**src/rtl/bitrev_pkg.sv**
```systemverilog
package bitrev_pkg;

  localparam logic [2:0] AM_IND     = 3'd0;
  localparam logic [2:0] AM_POSTDEC = 3'd1;
  localparam logic [2:0] AM_POSTINC = 3'd2;
  localparam logic [2:0] AM_PREDEC  = 3'd3;
  localparam logic [2:0] AM_PREINC  = 3'd4;

  typedef struct packed {
    logic fire;    // request accepted this cycle
    logic revOn;   // reverse-carry update chosen
    logic modOn;   // modulo correction chosen
    logic modify;  // pointer is updated and written back
    logic pre;     // address uses the updated pointer
    logic down;    // decrementing mode
    logic byteSz;  // byte step
  } strobe_t;

endpackage

```
**src/rtl/bitrev_ctrl.sv**
```systemverilog
module bitrev_ctrl
  import bitrev_pkg::*;
#(
  parameter int AW = 16,
  parameter int IW = 4
) (
  input  logic          clk,
  input  logic          rstN,
  input  logic          ctrlWr,
  input  logic [AW-1:0] ctrlData,
  input  logic          reqValid,
  input  logic          isWrite,
  input  logic          isByte,
  input  logic [2:0]    modeSel,
  input  logic [IW-1:0] ptrIdx,
  input  logic [IW-1:0] selReg,
  input  logic          modEn,
  output strobe_t       stb,
  output logic [AW-2:0] xbOut
);

  logic          revEnQ;
  logic [AW-2:0] xbQ;

  always_ff @(posedge clk or negedge rstN) begin
    if (!rstN) begin
      revEnQ <= 1'b0;
      xbQ    <= '0;
    end else if (ctrlWr) begin
      revEnQ <= ctrlData[AW-1];
      xbQ    <= ctrlData[AW-2:0];
    end
  end

  assign xbOut = xbQ;

  logic incMode, selHit, stackSel, modeKnown;

  always_comb begin
    incMode   = (modeSel == AM_POSTINC) || (modeSel == AM_PREINC);
    modeKnown = (modeSel >= AM_POSTDEC) && (modeSel <= AM_PREINC);
    selHit    = (ptrIdx == selReg);
    stackSel  = &selReg;

    stb        = '0;
    stb.fire   = reqValid;
    stb.revOn  = reqValid && revEnQ && isWrite && !isByte && incMode
                 && selHit && !stackSel;
    stb.modOn  = reqValid && modEn && selHit && !stb.revOn;
    stb.modify = modeKnown;
    stb.pre    = (modeSel == AM_PREDEC) || (modeSel == AM_PREINC);
    stb.down   = (modeSel == AM_POSTDEC) || (modeSel == AM_PREDEC);
    stb.byteSz = isByte;
  end

endmodule

```
**src/rtl/bitrev_dp.sv**
```systemverilog
module bitrev_dp
  import bitrev_pkg::*;
#(
  parameter int AW = 16
) (
  input  logic          clk,
  input  logic          rstN,
  input  strobe_t       stb,
  input  logic [AW-2:0] xb,
  input  logic [AW-1:0] ptrVal,
  input  logic [AW-1:0] modLo,
  input  logic [AW-1:0] modHi,
  output logic          outValid,
  output logic [AW-1:0] eaOut,
  output logic          wbEn,
  output logic [AW-1:0] wbPtr
);

  localparam int WW = AW - 1;

  function automatic logic [WW-1:0] flip(input logic [WW-1:0] v);
    logic [WW-1:0] r;
    for (int i = 0; i < WW; i++) r[i] = v[WW-1-i];
    return r;
  endfunction

  logic [AW-1:0] step, linPtr, modLen, corrPtr, revPtr, newPtr, eaNext;
  logic [WW-1:0] revSum;

  always_comb begin
    step    = stb.byteSz ? AW'(1) : AW'(2);
    linPtr  = stb.down ? (ptrVal - step) : (ptrVal + step);
    modLen  = modHi - modLo + AW'(1);
    corrPtr = linPtr;
    if (stb.modOn && !stb.down && (linPtr > modHi)) corrPtr = linPtr - modLen;
    if (stb.modOn &&  stb.down && (linPtr < modLo)) corrPtr = linPtr + modLen;

    revSum  = flip(flip(ptrVal[AW-1:1]) + flip(xb));
    revPtr  = {revSum, 1'b0};

    newPtr  = stb.revOn ? revPtr : corrPtr;
    if (!stb.modify) newPtr = ptrVal;
    eaNext  = stb.pre ? newPtr : ptrVal;
    if (stb.revOn) eaNext[0] = 1'b0;
  end

  always_ff @(posedge clk or negedge rstN) begin
    if (!rstN) begin
      outValid <= 1'b0;
      wbEn     <= 1'b0;
      eaOut    <= '0;
      wbPtr    <= '0;
    end else begin
      outValid <= stb.fire;
      wbEn     <= stb.fire && stb.modify;
      if (stb.fire) begin
        eaOut <= eaNext;
        wbPtr <= newPtr;
      end
    end
  end

endmodule

```
**src/rtl/bitrev_agu.sv**
```systemverilog
module bitrev_agu
  import bitrev_pkg::*;
#(
  parameter int AW   = 16,
  parameter int NREG = 16,
  localparam int IW  = $clog2(NREG)
) (
  input  logic          clk,
  input  logic          rstN,
  input  logic          ctrlWr,
  input  logic [AW-1:0] ctrlData,
  input  logic          reqValid,
  input  logic          isWrite,
  input  logic          isByte,
  input  logic [2:0]    modeSel,
  input  logic [IW-1:0] ptrIdx,
  input  logic [AW-1:0] ptrVal,
  input  logic [IW-1:0] selReg,
  input  logic          modEn,
  input  logic [AW-1:0] modLo,
  input  logic [AW-1:0] modHi,
  output logic          outValid,
  output logic [AW-1:0] eaOut,
  output logic          wbEn,
  output logic [AW-1:0] wbPtr
);

  strobe_t       stb;
  logic [AW-2:0] xb;

  bitrev_ctrl #(.AW(AW), .IW(IW)) u_ctrl (
    .clk(clk), .rstN(rstN), .ctrlWr(ctrlWr), .ctrlData(ctrlData),
    .reqValid(reqValid), .isWrite(isWrite), .isByte(isByte),
    .modeSel(modeSel), .ptrIdx(ptrIdx), .selReg(selReg), .modEn(modEn),
    .stb(stb), .xbOut(xb)
  );

  bitrev_dp #(.AW(AW)) u_dp (
    .clk(clk), .rstN(rstN), .stb(stb), .xb(xb), .ptrVal(ptrVal),
    .modLo(modLo), .modHi(modHi), .outValid(outValid), .eaOut(eaOut),
    .wbEn(wbEn), .wbPtr(wbPtr)
  );

endmodule

```
**config.mk**
```make
export PLATFORM = sky130hd
export DESIGN_NAME = bitrev_agu
export DESIGN_NICKNAME = d
export VERILOG_FILES = /design/src/rtl/bitrev_pkg.sv /design/src/rtl/bitrev_ctrl.sv /design/src/rtl/bitrev_dp.sv /design/src/rtl/bitrev_agu.sv
export SDC_FILE = /design/constraint.sdc
export NUM_CORES = 1
export LEC_CHECK = 0
export ABC_AREA = 1
export BUFFER_PORTS_ARGS = -buffer_cell sky130_fd_sc_hd__buf_2
export CELL_PAD_IN_SITES_DETAIL_PLACEMENT = 2
export CELL_PAD_IN_SITES_GLOBAL_PLACEMENT = 2
export CORE_UTILIZATION = 35
export CTS_CLUSTER_SIZE = 24
export DETAILED_ROUTE_END_ITERATION = 6
export PLACE_DENSITY = 0.93
export SETUP_SLACK_MARGIN = 0.3
export SLEW_MARGIN = 10
export SYNTH_ARGS = -nofsm -noshare
export SYNTH_HDL_FRONTEND = slang
export SYNTH_SLANG_ARGS = --single-unit
```
**constraint.sdc**
```tcl
create_clock -name clk -period 3.35 [get_ports clk]
set_input_delay 0.67 -clock clk [delete_from_list [all_inputs] [get_ports clk]]
set_output_delay 0.67 -clock clk [all_outputs]
set_load 0.1 [all_outputs]
```
==> results by group, run 1 <==
Synth
  • Post-synth top cells: 323 x nand2_1, 168 x inv_1, 119 x ha_1
  • Syn_area_per_cell: 6.55 µm²
  • Syn nets: 1368
  • Synth cell types: 49
  • Warnings from Yosys: 0
  • Seq cells post-synth: 50
  • Most numerous cell in the Yosys netlist: nand2_1
  • Syn Inst Count: 1162
  • Area share of the largest cell type after synthesis: 19.6%
  • Main area contributors after synthesis: ha_1 20%, dfrtp_1 16%, nand2_1 16%
  • Seq/Total Area, Yosys: 16.4%
  • Post-synth ARST share: 100%
  • EDFF count, synth: 0
  • Top FF cell, synth: dfrtp_1
  • Mapped Area: 7610 µm²
  • Yosys top cell by area: ha_1

Floorplanning
  • Chip Width: 149 µm
  • Starting Density: 36.0%
  • Ports: 116
  • Row cnt: 53
  • Die Ht: 149 µm

Placed design
  • GPL Wtd Cong: 0.971
  • DP HPWL: 35600 µm
  • Port Buffer Count: 115

Status
  • Status: stopped before the end
  • Stop err: [ERROR DPL-0033] detailed placement checks failed during check placement.
  • Halt Stage: detailed placement (3_5_place_dp)
==> through the flow <==
stage	TNS, ns	cells	hold slack (ns)	setup slack, ns	area, µm²
after global placement	-37.96	1744	0.461	-1.29	10100
after floorplan	-14.66	1162	0.374	-0.550	7630
==> cells by family after synthesis <==
| logic type | Yosys count | synth area share, % |
|---|---|---|
| AO/OA/AOI/OAI | 187 | 13.7 |
| XOR/XNOR | 52 | 5.99 |
| adder cells (fa/ha/maj) | 124 | 20.9 |
| buffers and inverters | 205 | 10.7 |
| flip-flops | 50 | 16.4 |
| multiplexers | 15 | 2.22 |
| AND/OR/NAND/NOR | 529 | 30.1 |
==> run 2, diff against run 1 <==
--- a/config.mk
+++ b/config.mk
@@ -7,13 +7,9 @@
 export LEC_CHECK = 0
 export ABC_AREA = 1
 export BUFFER_PORTS_ARGS = -buffer_cell sky130_fd_sc_hd__buf_2
-export CELL_PAD_IN_SITES_DETAIL_PLACEMENT = 2
-export CELL_PAD_IN_SITES_GLOBAL_PLACEMENT = 2
-export CORE_UTILIZATION = 35
-export CTS_CLUSTER_SIZE = 24
+export CORE_UTILIZATION = 40
 export DETAILED_ROUTE_END_ITERATION = 6
-export PLACE_DENSITY = 0.93
-export SETUP_SLACK_MARGIN = 0.3
+export PLACE_DENSITY_LB_ADDON = 0.15
 export SLEW_MARGIN = 10
 export SYNTH_ARGS = -nofsm -noshare
 export SYNTH_HDL_FRONTEND = slang
==> run 2 against run 1 <==
The flow now finishes, with violations (design-rule violations, negative setup slack). Synthesized cell count unchanged. Synthesized area unchanged.
==> results by group, run 2 <==
Status
  • Status: complete, but fails checks
  • Violations in the final reports: design-rule violations, negative setup slack

Synth
  • Post-synth ARST share: 100% (unchanged)
  • Syn_area_per_cell: 6.55 µm² (unchanged)
  • Top FF cell, synth: dfrtp_1
  • Main area contributors after synthesis: ha_1 20%, dfrtp_1 16%, nand2_1 16%
  • Syn nets: 1368 (unchanged)
  • Most numerous cell in the Yosys netlist: nand2_1
  • Yosys top cell by area: ha_1
  • Seq cells post-synth: 50 (unchanged)
  • Seq/Total Area, Yosys: 16.4% (unchanged)
  • Synth cell types: 49 (unchanged)
  • Area share of the largest cell type after synthesis: 19.6% (unchanged)
  • Mapped Area: 7610 µm² (unchanged)
  • Post-synth top cells: 323 x nand2_1, 168 x inv_1, 119 x ha_1
  • Warnings from Yosys: 0 (unchanged)
  • EDFF count, synth: 0 (unchanged)
  • Syn Inst Count: 1162 (unchanged)

Route
  • Vias after detailed routing: 8853
  • # DRC: 2
  • Drt pass-1 iters: 7
  • Wire per inst: 15.1 µm
  • Post-DRT Antenna Nets: 0
  • WL final: 26500 µm
  • Via/cell ratio: 5.05
  • DR iter-0 viols: 479

Floorplanning
  • Row cnt: 50 (-5.7%)
  • Core area: 18600 µm²
  • Die Ht: 140 µm (-6.4%)
  • Ports: 116 (unchanged)
  • DIE AREA: 19600 µm²
  • Chip Width: 140 µm (-6.4%)
  • Starting Density: 40.8% (+4.8 points)

Placed design
  • DP HPWL: 20100 µm (-44%)
  • Port Buffer Count: 115 (unchanged)
  • GPL Wtd Cong: 0.914 (-5.9%)
  • Placed cell area: 9960 µm²
  • Pre-CTS WS: -1.38 ns

STA
  • RSZ-0062 raised after global routing: true
  • Fin. Hold Viols: 0
  • Maximum clock frequency: 249 MHz
  • Final clock skew: 0.00671 ns
  • Fin crit period: 4.01 ns
  • Period utilization: 120%
  • Pins Over Slew Limit: 0
  • Slew margin rel.: 40.0%
  • Fin worst setup slack: -0.663 ns
  • Finish-stage setup viols: 32
  • Worst Tran Pin Value: 0.899 ns

Critical path
  • Slowest CP cell: a21boi_4
  • Startpoint types: primary input
  • CP arrival: 4.25 ns
  • Element type at the critical path end: register
  • Worst path max stage delay: 0.26 ns
  • WP data required: 3.59 ns
  • Register-to-register setup slack: 0.66 ns
  • Critical path class: in -> reg
  • Most common cell on crit path: buf_4
  • Worst-path fanout max: 5

CTS
  • CTS Hold Bufs: 0
  • Inserted Clock Buffers: 5
  • H-tree Lvls: 2
  • Clk buf depth: 2
  • CTS tree: yes
  • Clk_lat worst skew: 0.30 ns
  • Clk root buf: clkbuf_16
  • CTS sink cnt: 50
  • Clk slew on worst S/H paths: 0.07 ns

Global routing
  • Met3 Usage GRT: 3.08%
  • Total GRT Usage: 27.0%
  • Grt total ovfl: 0
  • Largest net degree at the start of global routing: 55
  • Initial antenna violation count: 0
  • Vias in the first global route: 8711
  • Most Crowded Layer GR: met2
  • Grt met2 use: 45.1%
  • Met1 Use GR: 37.9%
  • First-pass GRT wire length: 42400 µm

Pwr
  • Combinational share of power: 77.4%
  • LEAKAGE: 6.41 nW
  • PD cells: 482 nW/µm²
  • Clock network power share: 10.1%
  • Max IR drop VDD: 0.000221 V
  • Sequential share of power: 12.5%
  • Power Internal: 2.93 mW
  • Net switching power: 2.87 mW
  • Sw Ratio: 49.5%

Layout
  • N_diodes: 0
  • # nets final: 1724
  • Commonest non-fill, non-tap cells in the layout: 260 x nand2_1, 237 x buf_4, 157 x inv_1, 111 x buf_2, 85 x ha_1
  • Commonest non-fill, non-tap cell in the layout: nand2_1
  • Share of cells above drive strength 1: 42.9%
  • Design Area, Final: 12000 µm²
  • Area grow syn2layout: 58.1%
  • FILL cells: 1694

Hold path
  • HP Class: reg -> reg

Job
  • Max-cap violation count: 0
-- run 2: critical path, delay by kind of cell --
family,cells,cell delay [ns]
buffers and inverters,16,1.96
and+or+nand+nor,9,0.73
AOI/OAI and AO/OA,4,0.64
adders and majority gates,1,0.24
-- run 2: per-stage QoR --
stage	utilization (%)	hold slack (ns)	power, mW	TNS [ns]	std cells
2_1_floorplan	-	0.374	2.94	-14.66	1162
3_3_place_gp	53.4	0.460	4.36	-39.33	1696
3_5_place_dp	53.4	0.461	4.39	-40.64	1696
4_1_cts	61.3	0.479	5.45	-14.62	1745
5_1_grt	64.5	0.492	6.24	-24.59	1753
6_report	64.5	0.476	5.80	-18.16	1753
-- run 2: power by group through the flow --
| stage | logic [mW] | registers, mW | clock network, mW |
|---|---|---|---|
| after floorplan | 1.79 | 1.16 | 0 |
| after global placement | 3.62 | 0.738 | 0 |
| after detailed placement | 3.65 | 0.739 | 0 |
| after CTS | 4.13 | 0.728 | 0.588 |
| final | 4.49 | 0.728 | 0.585 |
| after global routing | 4.89 | 0.737 | 0.615 |
-- run 2: timing repair --
action                                  CTS  global route
endpoints found under the hold margin     0             0
endpoints found under the setup margin   32            32
pin swaps                                68            62
gates resized for setup                 201           109
cloned                                    4             0
buffers inserted                         37             9
-- run 2: cells by family after synthesis --
family                   share of synthesized area (%)
AND/OR/NAND/NOR                                   30.1
buffers and inverters                             10.7
AO/OA/AOI/OAI                                     13.7
adder cells (fa/ha/maj)                           20.9
XOR/XNOR                                          5.99
flip-flops                                        16.4
multiplexers                                      2.22
-- run 2: path summary, 6_finish.rpt --
check	to	from	cells past startpoint
min in group asynchronous	u_dp.eaOut[15]	rstN	1
worst min-delay path	u_dp.eaOut[12]	u_dp.eaOut[12]	2
worst max-delay path	u_dp.eaOut[10]	modeSel[2]	30
max in group asynchronous	u_dp.wbPtr[14]	rstN	2
worst max register to register	u_dp.eaOut[1]	u_ctrl.xbOut[14]	16
worst min register to register	u_dp.eaOut[12]	u_dp.eaOut[12]	2
-- run 2: cell type report --
class,instances,area (µm²),area share (%)
Multi-Input combinational cell,909,6950,57.8
Timing Repair Buffer,373,2660,22.1
Sequential cell,50,1250,10.4
Inverter,177,701,5.82
Tap cell,234,293,2.43
Clock buffer,6,129,1.07
Clock inverter,2,37.5,0.312
Timing Repair inverter,2,16.3,0.135
-- run 2: routing by layer --
| metal | vias up | part of all wire (%) | wire (µm) |
|---|---|---|---|
| li1 | 4506 | - | - |
| met1 | 4106 | 48 | 12600 |
| met2 | 210 | 46 | 12300 |
| met3 | 31 | 4.7 | 1250 |
| met4 | 0 | 1.6 | 414 |
| met5 | - | 0 | 0 |
Power figures use the tool's default switching activity.
